[config.mk]
export PLATFORM = sky130hd
export DESIGN_NAME = refclk_loss_det
export DESIGN_NICKNAME = d
export VERILOG_FILES = /design/src/rtl/refmon_pkg.sv /design/src/rtl/refmon_sync.sv /design/src/rtl/refmon_run_counter.sv /design/src/rtl/refmon_csr.sv /design/src/rtl/refclk_loss_det.sv
export SDC_FILE = /design/constraint.sdc
export NUM_CORES = 1
export LEC_CHECK = 0
export BUFFER_PORTS_ARGS = -buffer_cell sky130_fd_sc_hd__buf_2
export CORE_AREA = 2 2 39 41
export CTS_CLUSTER_DIAMETER = 100
export CTS_CLUSTER_SIZE = 40
export DETAILED_ROUTE_END_ITERATION = 12
export DIE_AREA = 0 0 41 43
export GPL_ROUTABILITY_DRIVEN = 0
export PLACE_DENSITY = 0.77
export SLEW_MARGIN = 10
export SYNTH_ARGS = -nofsm -noshare
export SYNTH_HDL_FRONTEND = slang
export SYNTH_SLANG_ARGS = --single-unit
[constraint.sdc]
create_clock -name clk -period 2.37 [get_ports clk]
set_input_delay 0.237 -clock clk [delete_from_list [all_inputs] [get_ports clk]]
set_output_delay 0.237 -clock clk [all_outputs]
set_load 0.01 [all_outputs]
[src/rtl/refmon_pkg.sv]
package refmon_pkg;
  typedef struct packed {
    logic [2:0] rsv_hi;
    logic       lost;
    logic [1:0] rsv_lo;
    logic       src_sel;
    logic       in_en;
  } refmon_csr_t;

  localparam int unsigned CSR_W   = 8;
  localparam int unsigned BIT_EN  = 0;
  localparam int unsigned BIT_SRC = 1;
  localparam int unsigned BIT_LOST = 4;
endpackage

[src/rtl/refmon_sync.sv]
module refmon_sync #(
  parameter int unsigned STAGES = 2
) (
  input  logic clk,
  input  logic rst_n,
  input  logic async_in,
  output logic sync_out
);
  logic [STAGES-1:0] chain;

  always_ff @(posedge clk) begin
    if (!rst_n) chain <= '0;
    else        chain <= {chain[STAGES-2:0], async_in};
  end

  assign sync_out = chain[STAGES-1];
endmodule

[src/rtl/refmon_run_counter.sv]
module refmon_run_counter #(
  parameter int unsigned LIMIT = 16,
  localparam int unsigned CW = $clog2(LIMIT + 1)
) (
  input  logic          clk,
  input  logic          rst_n,
  input  logic          sample,
  output logic [CW-1:0] run_cnt,
  output logic          at_limit
);
  localparam logic [CW-1:0] LIMIT_C = CW'(LIMIT);

  logic prev_sample;
  logic changed;

  assign changed = sample ^ prev_sample;

  always_ff @(posedge clk) begin
    if (!rst_n) begin
      prev_sample <= 1'b0;
      run_cnt     <= '0;
    end else begin
      prev_sample <= sample;
      if (changed)                run_cnt <= '0;
      else if (run_cnt != LIMIT_C) run_cnt <= run_cnt + 1'b1;
    end
  end

  assign at_limit = (run_cnt == LIMIT_C);
endmodule

[src/rtl/refmon_csr.sv]
module refmon_csr
  import refmon_pkg::*;
(
  input  logic             clk,
  input  logic             rst_n,
  input  logic             reg_sel,
  input  logic             reg_we,
  input  logic [CSR_W-1:0] reg_wdata,
  input  logic             stall_set,
  output logic [CSR_W-1:0] reg_rdata,
  output logic             src_sel,
  output logic             in_en,
  output logic             lost
);
  logic        wr;
  refmon_csr_t view;

  assign wr = reg_sel & reg_we;

  always_ff @(posedge clk) begin
    if (!rst_n) begin
      lost    <= 1'b0;
      src_sel <= 1'b0;
      in_en   <= 1'b0;
    end else begin
      if (stall_set)                      lost <= 1'b1;
      else if (wr && !reg_wdata[BIT_LOST]) lost <= 1'b0;
      if (wr) begin
        src_sel <= reg_wdata[BIT_SRC];
        in_en   <= reg_wdata[BIT_EN];
      end
    end
  end

  always_comb begin
    view         = '0;
    view.lost    = lost;
    view.src_sel = src_sel;
    view.in_en   = in_en;
  end

  assign reg_rdata = reg_sel ? view : '0;
endmodule

[src/rtl/refclk_loss_det.sv]
module refclk_loss_det
  import refmon_pkg::*;
#(
  parameter int unsigned STALL_LIMIT = 16,
  localparam int unsigned CW = $clog2(STALL_LIMIT + 1)
) (
  input  logic       clk,
  input  logic       rst_n,
  input  logic       ref_clk_in,
  input  logic       reg_sel,
  input  logic       reg_we,
  input  logic [7:0] reg_wdata,
  output logic [7:0] reg_rdata,
  output logic       port_src_sel,
  output logic       port_in_en,
  output logic       ref_lost
);
  logic          ref_s;
  logic [CW-1:0] run_cnt;
  logic          stall_hit;

  refmon_sync #(.STAGES(2)) u_sync (
    .clk(clk), .rst_n(rst_n), .async_in(ref_clk_in), .sync_out(ref_s)
  );

  refmon_run_counter #(.LIMIT(STALL_LIMIT)) u_cnt (
    .clk(clk), .rst_n(rst_n), .sample(ref_s),
    .run_cnt(run_cnt), .at_limit(stall_hit)
  );

  refmon_csr u_csr (
    .clk(clk), .rst_n(rst_n), .reg_sel(reg_sel), .reg_we(reg_we),
    .reg_wdata(reg_wdata), .stall_set(stall_hit), .reg_rdata(reg_rdata),
    .src_sel(port_src_sel), .in_en(port_in_en), .lost(ref_lost)
  );
endmodule

Word level (Yosys, flattened, before mapping):

Index checks and enable logic that the tools add are counted.

* $add $sub $neg: 1
* eq/ne operators: 2
* muxes and demuxes: 3
* bitwise operators: 3
* reduce and logical (&&, ||, !) cells: 4

Operator list (count)
* $add 5x1->5 const B: 1
* $eq 5x5->1 const B: 1
* $mux 5: 1
* $ne 5x5->1 const B: 1
* $mux 1: 2
* $reduce_bool 2->1: 1
* $reduce_or 2->1: 1
* $and 1x1->1: 1
* $logic_and 1x1->1: 1
* $logic_not 1->1: 1
* $not 1->1: 1
* $xor 1x1->1: 1

* flip-flop bits (word level): 11
* input port bits: 13
* output and inout bits: 11
* logic and storage cells: 19

Longest topological paths before layout:

* depth in word-level cells: 4
* mapped depth: 6
* mapped depth without buffers: 5

Hierarchy:

From an unflattened synthesis, not the netlist that was laid out.

* cell total of the unflattened synthesis: 53
* area, all modules: 511.7 µm²

Modules (own cells, without submodules)
* refmon_run_counter: instances 1, cells each 27, area an instance 271.5 µm², seq. area each 120.1 µm²
* refmon_csr: instances 1, cells each 22, area an instance 187.7 µm², seq. area each 60.1 µm²
* refmon_sync: instances 1, cells each 4, area an instance 52.6 µm², seq. area each 40.0 µm²

Worst setup path before layout:

OpenSTA, ideal clock, no wires.

* path type: register -> register
* start: reg u_cnt.run_cnt[0]
* end: reg u_cnt.run_cnt[1]
* library setup time: 0.117 ns
* arrival: 1.134 ns
* required time: 2.253 ns
* setup slack: 1.119 ns
* cell stages (with the launch flop): 7
* buffers on the path: 1
* clock period less this slack: 1.251 ns
* cell sequence: dfxtp_1 -> inv_1 -> ha_1 -> nor4bb_1 -> buf_4 -> mux2i_1 -> nor2_1

* longest elaborated chain between the ends: 1
* elaborated cells on any way between the ends: 2
* those cells by class: add/sub (1); eq/ne (1)

Ends and longest elaborated chain
* start, declared: RTL line refmon_run_counter.sv:8 `output logic [CW-1:0] run_cnt,`
* start signal, assigned: RTL line refmon_run_counter.sv:25 `else if (run_cnt != LIMIT_C) run_cnt <= run_cnt + 1'b1;`
* $add 5x1->5 or $ne 5x5->1 (tied branches): RTL line refmon_run_counter.sv:25

Parallel ways exist; a longest one is shown, timed or not.
A chain may end at the register's enable or synchronous reset.

Worst setup path after layout:

Same ends and word-level chain as after synthesis.

==> impl_metrics.env <==
export IMPL_num_nets_final=84
export IMPL_cp_end_kind="flop"
export IMPL_clkPwrFrac=0.350
export IMPL_setup_ws_ns=1.02
export IMPL_rsz0062_at_grt="false"
export IMPL_fin_skew_ns=0.00303
export IMPL_die_w_um=41
export IMPL_yosysTopAreaCellShare=0.450
export IMPL_grt_antenna_before_repair=0
export IMPL_synth_ff_type="dfxtp_1"
export IMPL_hpwl_um=577
export IMPL_fin_cells=84
export IMPL_cts_tree="built"
export IMPL_max_vdd_ir_drop_uv=274
export IMPL_synth_edf_count=0
export IMPL_pwr_share_seq=0.550
export IMPL_synthArstFlopShare=0
export IMPL_track_usage=0.114
export IMPL_clkLatencyLatePin_ns=0.27
export IMPL_regArea_um2=220
export IMPL_critPathMaxStageDelay_ns=0.33
export IMPL_cts_resized=0
export IMPL_comb_power_share=0.100
export IMPL_cts_buffers=3
export IMPL_swShare=0.239
export IMPL_arrival_ns=1.52
export IMPL_clk_pin_slew_ns=0.07
export IMPL_power_density_nw_per_um2=624
export IMPL_vias=375
export IMPL_start_util=0.354
export IMPL_rows=14
export IMPL_p_sw_mw=0.0861
export IMPL_grt_pass1_wl_mm=1.21
export IMPL_path_cells="inv_1 -> ha_1 -> nor4bb_1 -> buf_4 -> mux2i_1 -> nor2_1"
export IMPL_routedWlPerCell_um=8.87
export IMPL_period_share=0.571
export IMPL_min_path_type="in2reg"
export IMPL_fillerInstances=141
export IMPL_pin_count=24
export IMPL_dp_slack_ns=1.02
export IMPL_ys_ff_latch=11
export IMPL_finalHoldViolations=0
export IMPL_worstPathRequired_ns=2.53
export IMPL_status="finished clean"
export IMPL_synth_cells=52
export IMPL_drive_above_1_share=0.250
export IMPL_cp_max_fo=5
export IMPL_synth_area_um2=489
export IMPL_gr_total_overflow=0
export IMPL_fmax_ghz=0.739
export IMPL_setup_tns_ns=0
export IMPL_start_kind="flop"
export IMPL_postCtsSetupBuffers=0
export IMPL_clockRootBuffer="clkbuf_4"
export IMPL_ctsHoldBuffers=0
export IMPL_multi_input_area_um2=231
export IMPL_critical_path_class="reg2reg"
export IMPL_synth_cell_types=16
export IMPL_drc_errors=0
export IMPL_cts_htree_levels=1
export IMPL_drt_initial_drc_count=4
export IMPL_clock_sinks=11
export IMPL_synth_seq_area_share=0.450
export IMPL_cts_buffer_depth=2
export IMPL_areaGrowthSynthToFinish_pct=18.2
export IMPL_grt_pass1_vias=321
export IMPL_dp_cells=80
export IMPL_io_buffers=13
export IMPL_cap_viol_max_count=0
export IMPL_vias_per_cell=4.46
export IMPL_syn_area_per_cell_um2=9.41
export IMPL_coreArea_um2=1380
export IMPL_synthTopCellsByArea="dfxtp_1 45%, buf_4 9.2%, and2_1 7.7%"
export IMPL_final_setup_viol_count=0
export IMPL_dieArea_um2=1760
export IMPL_diodes=0
export IMPL_internal_power_mw=0.274
export IMPL_finalMaxSlewViolations=0
export IMPL_grt_max_degree=8
export IMPL_drt_antenna_violating_nets=0
export IMPL_yosys_warnings=0
export IMPL_wirelength_um=745
export IMPL_die_height_um=43
export IMPL_slowest_stage="dfxtp_1"
export IMPL_dr_pass1_iters=2
export IMPL_r2r_setup_slack_ns=1.02
export IMPL_yosysTopAreaCell="dfxtp_1"
export IMPL_fin_crit_ns=1.35
export IMPL_p_leak_nw=0.268
==> metal layers <==
metal / vias up / share of wire / global-route usage
li1: 189 / - / -
met1: 161 / 0.40 / 0.106
met2: 20 / 0.42 / 0.153
met3: 5 / 0.12 / 0.0314
met4: 0 / 0.063 / 0.173
met5: - / 0 / 0
==> layout make-up <==
type | instances | area share
multi-input combinational | 37 | 0.400
sequential | 11 | 0.381
timing repair buffer | 14 | 0.126
clock buffer | 4 | 0.0455
tap | 16 | 0.0346
inverter | 2 | 0.0130
==> synth_stat cells (3+ instances only) <==
library cell	count
xnor2_1	3
buf_4	6
nor2_1	3
nand2_1	4
nand3_1	4
and2_1	6
dfxtp_1	11
==> cells by family after synthesis <==
family                   Yosys count  share of synthesized area
other                              1                    0.00767
flip-flops                        11                      0.450
multiplexers                       1                     0.0205
AO/OA/AOI/OAI                      4                     0.0614
buffers and inverters              8                      0.107
AND/OR/NAND/NOR                   20                      0.212
adder cells (fa/ha/maj)            2                     0.0511
XOR/XNOR                           5                     0.0895
==> critical path, delay by kind of cell, from the launching register on <==
kind / cells / cell delay, ns
flops: 1 / 0.33
simple gates: 2 / 0.30
buf+inv: 2 / 0.29
mux: 1 / 0.18
fa+ha+maj: 1 / 0.14
==> cell usage in the layout, fill, tap and decap left out, drive strengths merged <==
master	netlist	final
a21boi	2	2
and2	6	6
buf	6	14
clkbuf	0	4
conb	1	5
dfxtp	11	11
ha	2	2
inv	2	2
mux2i	1	1
nand2	4	4
nand3	4	4
nor2	3	3
nor3	2	2
nor4bb	1	1
o21a	2	2
xnor2	3	3
xor2	2	2
==> stage by stage <==
| step | power (mW) | util | hold slack, ns | cell area [um^2] |
|---|---|---|---|---|
| finish | 0.361 | 0.418 | 0.173 | 578 |
| global route | 0.380 | 0.418 | 0.172 | 578 |
| CTS | 0.366 | 0.418 | 0.168 | 578 |
| detailed placement | 0.239 | 0.399 | 0.427 | 552 |
| global placement | 0.237 | 0.399 | 0.414 | 552 |
| floorplan | 0.231 | - | 0.354 | 504 |
==> flip-flops by register name, summed over array words and instances, names as in the netlist <==
register,count
u_cnt.prev_sample,1
u_cnt.run_cnt,5
u_csr.in_en,1
u_csr.lost,1
u_csr.src_sel,1
u_sync.chain,2
==> power by group through the flow <==
stage	combinational, mW	sequential, mW	clock [mW]
2_1_floorplan	0.0284	0.202	0
4_1_cts	0.0364	0.198	0.131
3_5_place_dp	0.0363	0.203	0
6_report	0.0359	0.198	0.126
3_3_place_gp	0.0349	0.202	0
5_1_grt	0.0427	0.199	0.138
==> final timing paths <==
path / start / to / depth (start not counted)
min: ref_clk_in / u_sync.chain[0] / 2
min reg2reg: u_sync.chain[0] / u_sync.chain[1] / 1
max reg2reg: u_cnt.run_cnt[0] / u_cnt.run_cnt[1] / 6
max: u_cnt.run_cnt[0] / u_cnt.run_cnt[1] / 6
Power figures use the tool's default switching activity.
